## src/rtl/phy_rst_seq_pkg.sv

```systemverilog
`timescale 1ns/1ps
package phy_rst_seq_pkg;

  typedef enum logic [3:0] {
    ST_IDLE,
    ST_SETTLE,
    ST_RST_ADDR,
    ST_RST_WR,
    ST_POLL_WAIT,
    ST_POLL_ADDR,
    ST_POLL_RD,
    ST_FINAL,
    ST_READY,
    ST_FAIL
  } seq_state_e;

  localparam logic [1:0] OP_ADDR  = 2'b00;
  localparam logic [1:0] OP_WRITE = 2'b01;
  localparam logic [1:0] OP_READ  = 2'b10;

  localparam logic [1:0] FC_NONE    = 2'b00;
  localparam logic [1:0] FC_TIMEOUT = 2'b01;
  localparam logic [1:0] FC_ACCESS  = 2'b10;

  function automatic logic is_cmd_state(seq_state_e s);
    return (s == ST_RST_ADDR) || (s == ST_RST_WR) ||
           (s == ST_POLL_ADDR) || (s == ST_POLL_RD);
  endfunction

endpackage

```

## src/rtl/prs_delay_timer.sv

```systemverilog
`timescale 1ns/1ps
module prs_delay_timer #(
  parameter int CNT_W = 8
) (
  input  logic             clk,
  input  logic             rst_n,
  input  logic             load,
  input  logic [CNT_W-1:0] load_val,
  output logic             expired
);

  logic [CNT_W-1:0] cnt_q, cnt_d;
  logic             cnt_en;

  always_comb begin
    cnt_en = load || (cnt_q != '0);
    cnt_d  = cnt_q;
    if (load)               cnt_d = load_val;
    else if (cnt_q != '0)   cnt_d = cnt_q - 1'b1;
  end

  always_ff @(posedge clk or negedge rst_n) begin
    if (!rst_n)      cnt_q <= '0;
    else if (cnt_en) cnt_q <= cnt_d;
  end

  assign expired = (cnt_q == '0);

  // a running delay advances by exactly one each cycle
  p_count_down_r5: assert property (@(posedge clk) disable iff (!rst_n)
    (!load && cnt_q != '0) |=> (cnt_q == $past(cnt_q) - 1'b1));

endmodule

```

## src/rtl/prs_poll_counter.sv

```systemverilog
`timescale 1ns/1ps
module prs_poll_counter #(
  parameter int MAX_POLLS = 10,
  localparam int PW = $clog2(MAX_POLLS + 1)
) (
  input  logic clk,
  input  logic rst_n,
  input  logic clr,
  input  logic inc,
  output logic last
);

  logic [PW-1:0] cnt_q, cnt_d;
  logic          cnt_en;

  always_comb begin
    cnt_en = clr || inc;
    cnt_d  = clr ? '0 : cnt_q + 1'b1;
  end

  always_ff @(posedge clk or negedge rst_n) begin
    if (!rst_n)      cnt_q <= '0;
    else if (cnt_en) cnt_q <= cnt_d;
  end

  assign last = (cnt_q == PW'(MAX_POLLS - 1));

  // reads never pass the iteration budget
  p_poll_bound_r7: assert property (@(posedge clk) disable iff (!rst_n)
    inc |-> (cnt_q < PW'(MAX_POLLS)));

endmodule

```

## src/rtl/prs_cmd_drv.sv

```systemverilog
`timescale 1ns/1ps
module prs_cmd_drv
  import phy_rst_seq_pkg::*;
#(
  parameter int              DATA_W   = 16,
  parameter logic [DATA_W-1:0] RST_ADDR = 16'h7F3F,
  parameter logic [DATA_W-1:0] STA_ADDR = 16'h2003,
  parameter int              RST_BIT  = 0
) (
  input  logic              clk,
  input  logic              rst_n,
  input  seq_state_e        nxt_state,
  output logic              cmd_valid,
  output logic [1:0]        cmd_op,
  output logic [DATA_W-1:0] cmd_data
);

  localparam logic [DATA_W-1:0] RST_VAL = DATA_W'(1) << RST_BIT;

  logic              valid_d, ld_en;
  logic [1:0]        op_d;
  logic [DATA_W-1:0] data_d;

  always_comb begin
    valid_d = is_cmd_state(nxt_state);
    ld_en   = valid_d;
    op_d    = OP_ADDR;
    data_d  = STA_ADDR;
    case (nxt_state)
      ST_RST_ADDR:  begin op_d = OP_ADDR;  data_d = RST_ADDR; end
      ST_RST_WR:    begin op_d = OP_WRITE; data_d = RST_VAL;  end
      ST_POLL_ADDR: begin op_d = OP_ADDR;  data_d = STA_ADDR; end
      ST_POLL_RD:   begin op_d = OP_READ;  data_d = STA_ADDR; end
      default:      begin op_d = OP_ADDR;  data_d = STA_ADDR; end
    endcase
  end

  always_ff @(posedge clk or negedge rst_n) begin
    if (!rst_n) cmd_valid <= 1'b0;
    else        cmd_valid <= valid_d;
  end

  always_ff @(posedge clk or negedge rst_n) begin
    if (!rst_n) begin
      cmd_op   <= OP_ADDR;
      cmd_data <= '0;
    end else if (ld_en) begin
      cmd_op   <= op_d;
      cmd_data <= data_d;
    end
  end

endmodule

```

## src/rtl/phy_rst_seq.sv

```systemverilog
`timescale 1ns/1ps
module phy_rst_seq
  import phy_rst_seq_pkg::*;
#(
  parameter int                DATA_W     = 16,
  parameter int                SETTLE_CYC = 25000,
  parameter int                POLL_CYC   = 25000,
  parameter int                FINAL_CYC  = 250000,
  parameter int                MAX_POLLS  = 10,
  parameter logic [DATA_W-1:0] RST_ADDR   = 16'h7F3F,
  parameter int                RST_BIT    = 0,
  parameter logic [DATA_W-1:0] STA_ADDR   = 16'h2003,
  parameter int                LOCK_BIT   = 1
) (
  input  logic              clk,
  input  logic              rst_n,
  input  logic              start,
  output logic              pll_clk_en,
  output logic              cmd_valid,
  output logic [1:0]        cmd_op,
  output logic [DATA_W-1:0] cmd_data,
  input  logic              rsp_done,
  input  logic              rsp_err,
  input  logic [DATA_W-1:0] rsp_data,
  output logic              phy_ready,
  output logic              seq_err,
  output logic [1:0]        err_code
);

  localparam int MAX_DLY = (SETTLE_CYC > POLL_CYC) ?
                           ((SETTLE_CYC > FINAL_CYC) ? SETTLE_CYC : FINAL_CYC) :
                           ((POLL_CYC > FINAL_CYC) ? POLL_CYC : FINAL_CYC);
  localparam int CNT_W = $clog2(MAX_DLY + 1);

  // reset: asserted asynchronously, released through two flops
  logic [1:0] rst_sync_q;
  logic       srst_n;

  always_ff @(posedge clk or negedge rst_n) begin
    if (!rst_n) rst_sync_q <= 2'b00;
    else        rst_sync_q <= {rst_sync_q[0], 1'b1};
  end
  assign srst_n = rst_sync_q[1];

  seq_state_e       state_q, state_d;
  logic             tmr_load, tmr_exp;
  logic [CNT_W-1:0] tmr_val;
  logic             poll_clr, poll_inc, poll_last;
  logic             can_start, done_ok, done_bad, locked;
  logic [1:0]       code_d;
  logic             code_en;
  logic             unused_rsp_bits;

  assign unused_rsp_bits = ^rsp_data;
  assign can_start = start && ((state_q == ST_IDLE) || (state_q == ST_READY) ||
                               (state_q == ST_FAIL));
  assign done_ok   = rsp_done && !rsp_err;
  assign done_bad  = rsp_done &&  rsp_err;
  assign locked    = rsp_data[LOCK_BIT];

  // next-state process
  always_comb begin
    state_d = state_q;
    case (state_q)
      ST_IDLE, ST_READY, ST_FAIL: if (start) state_d = ST_SETTLE;
      ST_SETTLE:    if (tmr_exp) state_d = ST_RST_ADDR;
      ST_RST_ADDR:  if (done_bad) state_d = ST_FAIL;
                    else if (done_ok) state_d = ST_RST_WR;
      ST_RST_WR:    if (done_bad) state_d = ST_FAIL;
                    else if (done_ok) state_d = ST_POLL_WAIT;
      ST_POLL_WAIT: if (tmr_exp) state_d = ST_POLL_ADDR;
      ST_POLL_ADDR: if (done_bad) state_d = ST_FAIL;
                    else if (done_ok) state_d = ST_POLL_RD;
      ST_POLL_RD: begin
        if (done_bad)               state_d = ST_FAIL;
        else if (done_ok && locked) state_d = ST_FINAL;
        else if (done_ok)           state_d = poll_last ? ST_FAIL : ST_POLL_WAIT;
      end
      ST_FINAL:     if (tmr_exp) state_d = ST_READY;
      default:      state_d = ST_IDLE;
    endcase
  end

  // state register
  always_ff @(posedge clk or negedge srst_n) begin
    if (!srst_n) state_q <= ST_IDLE;
    else         state_q <= state_d;
  end

  // delay timer load on entry to a waiting state
  always_comb begin
    tmr_load = 1'b0;
    tmr_val  = '0;
    if (state_d != state_q) begin
      case (state_d)
        ST_SETTLE:    begin tmr_load = 1'b1; tmr_val = CNT_W'(SETTLE_CYC - 1); end
        ST_POLL_WAIT: begin tmr_load = 1'b1; tmr_val = CNT_W'(POLL_CYC - 1);   end
        ST_FINAL:     begin tmr_load = 1'b1; tmr_val = CNT_W'(FINAL_CYC - 1);  end
        default:      begin tmr_load = 1'b0; tmr_val = '0;                      end
      endcase
    end
  end

  prs_delay_timer #(.CNT_W(CNT_W)) i_timer (
    .clk      (clk),
    .rst_n    (srst_n),
    .load     (tmr_load),
    .load_val (tmr_val),
    .expired  (tmr_exp)
  );

  assign poll_clr = can_start;
  assign poll_inc = (state_q == ST_POLL_RD) && done_ok;

  prs_poll_counter #(.MAX_POLLS(MAX_POLLS)) i_polls (
    .clk   (clk),
    .rst_n (srst_n),
    .clr   (poll_clr),
    .inc   (poll_inc),
    .last  (poll_last)
  );

  prs_cmd_drv #(
    .DATA_W   (DATA_W),
    .RST_ADDR (RST_ADDR),
    .STA_ADDR (STA_ADDR),
    .RST_BIT  (RST_BIT)
  ) i_cmd (
    .clk       (clk),
    .rst_n     (srst_n),
    .nxt_state (state_d),
    .cmd_valid (cmd_valid),
    .cmd_op    (cmd_op),
    .cmd_data  (cmd_data)
  );

  // fault cause register
  always_comb begin
    code_en = 1'b0;
    code_d  = err_code;
    if (can_start) begin
      code_en = 1'b1;
      code_d  = FC_NONE;
    end else if (state_d == ST_FAIL && state_q != ST_FAIL) begin
      code_en = 1'b1;
      code_d  = done_bad ? FC_ACCESS : FC_TIMEOUT;
    end
  end

  always_ff @(posedge clk or negedge srst_n) begin
    if (!srst_n)      err_code <= FC_NONE;
    else if (code_en) err_code <= code_d;
  end

  assign phy_ready  = (state_q == ST_READY);
  assign seq_err    = (state_q == ST_FAIL);
  assign pll_clk_en = (state_q != ST_IDLE) && (state_q != ST_FAIL);

  // a pending command holds until completed
  p_cmd_hold_r4: assert property (@(posedge clk) disable iff (!srst_n)
    (cmd_valid && !rsp_done) |=> (cmd_valid && $stable(cmd_op) && $stable(cmd_data)));

  // commands only go out with the PLL clock running
  p_pll_with_cmd_r2: assert property (@(posedge clk) disable iff (!srst_n)
    cmd_valid |-> pll_clk_en);

  // a fault leaves the PLL clock off and no command pending
  p_fault_quiet_r8: assert property (@(posedge clk) disable iff (!srst_n)
    seq_err |-> (!pll_clk_en && !cmd_valid && err_code != FC_NONE));

  // ready and fault are exclusive, and ready holds until a start
  p_ready_excl_r9: assert property (@(posedge clk) disable iff (!srst_n)
    !(phy_ready && seq_err));
  p_ready_hold_r9: assert property (@(posedge clk) disable iff (!srst_n)
    (phy_ready && !start) |=> (phy_ready && !cmd_valid));

endmodule

```

## config.mk

```make
export PLATFORM = sky130hd
export DESIGN_NAME = phy_rst_seq
export DESIGN_NICKNAME = d
export VERILOG_FILES = /design/src/rtl/phy_rst_seq_pkg.sv /design/src/rtl/prs_delay_timer.sv /design/src/rtl/prs_poll_counter.sv /design/src/rtl/prs_cmd_drv.sv /design/src/rtl/phy_rst_seq.sv
export SDC_FILE = /design/constraint.sdc
export NUM_CORES = 1
export LEC_CHECK = 0
export BUFFER_PORTS_ARGS = -buffer_cell sky130_fd_sc_hd__buf_2
export CAP_MARGIN = 20
export CORE_ASPECT_RATIO = 0.7
export CORE_MARGIN = 2
export CORE_UTILIZATION = 50
export DETAILED_ROUTE_END_ITERATION = 8
export GPL_ROUTABILITY_DRIVEN = 0
export GPL_TIMING_DRIVEN = 0
export PLACE_DENSITY = 0.87
export SYNTH_ARGS = -nofsm -noshare
export SYNTH_HDL_FRONTEND = slang
export SYNTH_SLANG_ARGS = --single-unit
```

## constraint.sdc

```tcl
create_clock -name clk -period 1.2 [get_ports clk]
set_input_delay 0.36 -clock clk [delete_from_list [all_inputs] [get_ports clk]]
set_output_delay 0.36 -clock clk [all_outputs]
set_load 0.01 [all_outputs]
```

==> qor.txt <==
P per Cell Area -> 994 mW/mm²
Core box area -> 0.00433 mm²
Share of cells above drive strength 1 -> 51.7%
Required @ worst endpoint -> 1.36 ns
Synth Register Bits -> 36
Max Root-Sink Buffers -> 2
Initial antenna violation count -> 0
Horiz. Die Dim -> 84.0 µm
Peak VDD IR -> 1.16 mV
Area delta synth->final -> 55.9%
Hold Vio Cnt, Final -> 0
Final min period -> 2.29 ns
Post-DRT Antenna Nets -> 0
Post-route insts no fill -> 382
Min-Delay Path Class -> reg2async
Status -> complete, but fails checks
Root Driver -> clkbuf_8
NumNets Final -> 353
Share of the synthesized area in the top cell type -> 40.2%
Worst-Margin Slew -> 0.647 ns
Pre-antenna DRT Iters -> 5
RSZ-0062 raised after global routing -> yes
CP Max Fanout -> 5
Syn avg cell area -> 9.22 µm²
Placed cell area -> 0.00258 mm²
IO Count -> 45
MaxCap Viol Count -> 0
Top post-synthesis cells by area -> dfrtp_1 (40%), xor2_1 (5.1%), buf_4 (4.4%)
Vias in the first global route -> 2251
Top FF cell, synth -> dfrtp_1
DRT iter0 DRCs -> 137
Reg2Reg Setup Slack -> -1.09 ns
I/O Buffers -> 26
DR WL/cell -> 19.1 µm
Aggregate global-route resource usage -> 29.0%
Diode count -> 0
H-tree depth -> 2
Count leader, synth -> dfrtp_1
Worst Clk Skew -> 0.00459 ns
Slew margin rel. -> 56.9%
CTS tree -> done
First-pass GRT wire length -> 11300 µm
CP Class -> reg2reg
Critical Path AT -> 2.46 ns
Commonest cells post-synth -> dfrtp_1 (36), nand2_1 (26), nor3_1 (16), nor2_1 (15)
Leak pwr -> 1.60 nW
Die Ht -> 60.0 µm
Site Rows -> 20
Worst-path clk slew -> 0.07 ns
Number of remaining DRC errors -> 0
Post-DP HPWL -> 3530 µm
Final setup vio count -> 48
Fin area -> 0.00349 mm²
Routed vias/inst -> 5.90
EDFF count, synth -> 0
CP Launch Type -> flip-flop
DIE AREA -> 0.00504 mm²
Distinct cells, synth -> 57
Peak Freq -> 436 MHz
Area leader, netlist -> dfrtp_1
Layout filler cell count -> 226
Post-synthesis cell count -> 243
Yosys warns -> 0
Worst reg2reg startpoint -> i_timer.cnt_q[0]
RR Endpoint -> i_timer.cnt_q[16]
Async SR Flop Fraction -> 100%
Worst reg2reg path depth -> 10
Vias -> 2254
Seq/Total Area, Yosys -> 40.2%
Failing checks -> setup timing
TritonCTS sink count -> 36
GRT overflow -> 0
Crit share post-route -> 191%
Max-slew violations -> 0
Crit. End Element -> flip-flop
Area of the mapped netlist -> 0.00224 mm²
DP Cell Count -> 327
Wire length after detailed routing -> 7300 µm
Clk_lat worst skew -> 0.29 ns
Post-route worst setup slack -> -1.09 ns
Initial Util -> 51.8%
CTS Buf Count -> 5
Largest net degree at the start of global routing -> 22
[area by class of cell]
class                      count  area (µm²)  share of cell area (%)
multi-input combinational    177        1510                    43.3
inverter                       9        33.8                   0.967
buffer                        21         216                    6.20
sequential                    36         906                    25.9
tap                           55        68.8                    1.97
timing repair buffer          79         688                    19.7
clock buffer                   5        68.8                    1.97
[metal layers]
| layer | vias up | track usage (%) | share of wire [%] | routed length [µm] |
|---|---|---|---|---|
| met2 | 124 | 51.7 | 49 | 3580 |
| met5 | - | 0 | 0 | 0 |
| met1 | 1089 | 35.3 | 39 | 2850 |
| met4 | 0 | 11.3 | 4.3 | 314 |
| li1 | 1009 | - | - | - |
| met3 | 32 | 6.35 | 7.5 | 547 |
[metrics by stage]
step / setup WS (ns) / hold WS, ns / TNS (ns) / utilization, % / total power [W]
2_1_floorplan: -0.943 / 0.0644 / -23.91 / - / 0.00208
3_5_place_dp: -1.31 / 0.147 / -34.68 / 59.7 / 0.00225
3_3_place_gp: -1.28 / 0.146 / -41.32 / 59.0 / 0.00220
4_1_cts: -0.989 / 0.292 / -30.45 / 74.0 / 0.00324
5_1_grt: -1.19 / 0.338 / -36.86 / 80.7 / 0.00363
6_report: -1.09 / 0.270 / -34.12 / 80.7 / 0.00347
[worst max-delay path by stage]
stage,from,slack (ns),depth (start not counted),end
floorplan,i_timer.cnt_q[0],-0.94,9,i_timer.cnt_q[3]
global placement,i_timer.cnt_q[0],-1.28,9,i_timer.cnt_q[3]
detailed placement,i_timer.cnt_q[0],-1.31,9,i_timer.cnt_q[3]
CTS,i_timer.cnt_q[0],-0.99,10,i_timer.cnt_q[3]
global route,i_timer.cnt_q[4],-1.19,8,i_timer.cnt_q[15]
finish,i_timer.cnt_q[0],-1.09,10,i_timer.cnt_q[16]
[registers in the layout, indices dropped and copies added (netlist names)]
signal           flops
i_polls.cnt_q        4
i_cmd.cmd_op         2
rst_sync_q           2
i_timer.cnt_q       18
state_q              4
i_cmd.cmd_valid      1
err_code             2
i_cmd.cmd_data       3
[cell families (layout without fill, tap and decap cells)]
logic type	after synthesis	after routing	share of synthesized area [%]
XOR/XNOR	22	22	8.60
AND/OR/NAND/NOR	106	106	26.1
AO/OA/AOI/OAI	41	41	14.6
other	2	4	0.335
multiplexers	1	1	0.502
buffers and inverters	32	114	8.04
flip-flops	36	36	40.2
adder cells (fa/ha/maj)	3	3	1.68
[power by group]
part	leakage, nW	switching, W	internal [W]
sequential	0.453	0.000221	0.00137
clock	0.0359	0.000421	0.000374
combinational	1.12	0.000502	0.000585
[placed cells by master (no fill, tap or decap), drive strengths merged, types with 2 or more instances in the layout]
master / n
nand4: 3
clkbuf: 8
or3: 3
and3: 2
o311ai: 2
o211ai: 2
nand2b: 6
nor3: 16
o21ai: 8
nor4: 2
a2bb2oi: 3
o31ai: 5
nor2b: 5
and2: 5
conb: 4
or4: 2
nor2: 17
buf: 96
a21o: 3
a31o: 3
nor4b: 2
dfrtp: 36
and4: 2
xnor2: 9
inv: 9
a21oi: 7
xor2: 13
ha: 3
nand2: 27
nand3: 6
[repair_timing]
action	4_1_cts	5_1_grt
endpoints found under the hold margin	2	0
resized for setup	67	38
setup endpoints to repair	48	51
setup buffers	34	15
gates cloned	1	1
pin swaps	27	14
hold buffers	1	0
[critical path, stage by stage, from the launching register on]
cell and delay, ns:
dfrtp_1 0.40, inv_2 0.08, ha_4 0.14, nor3b_4 0.24, and4_4 0.31, a21o_4 0.16, o2111ai_4 0.17, nor2_4 0.18
a31o_1 0.24, buf_6 0.17, o31ai_2 0.07
Note: power is estimated with default switching activity, not from simulation.
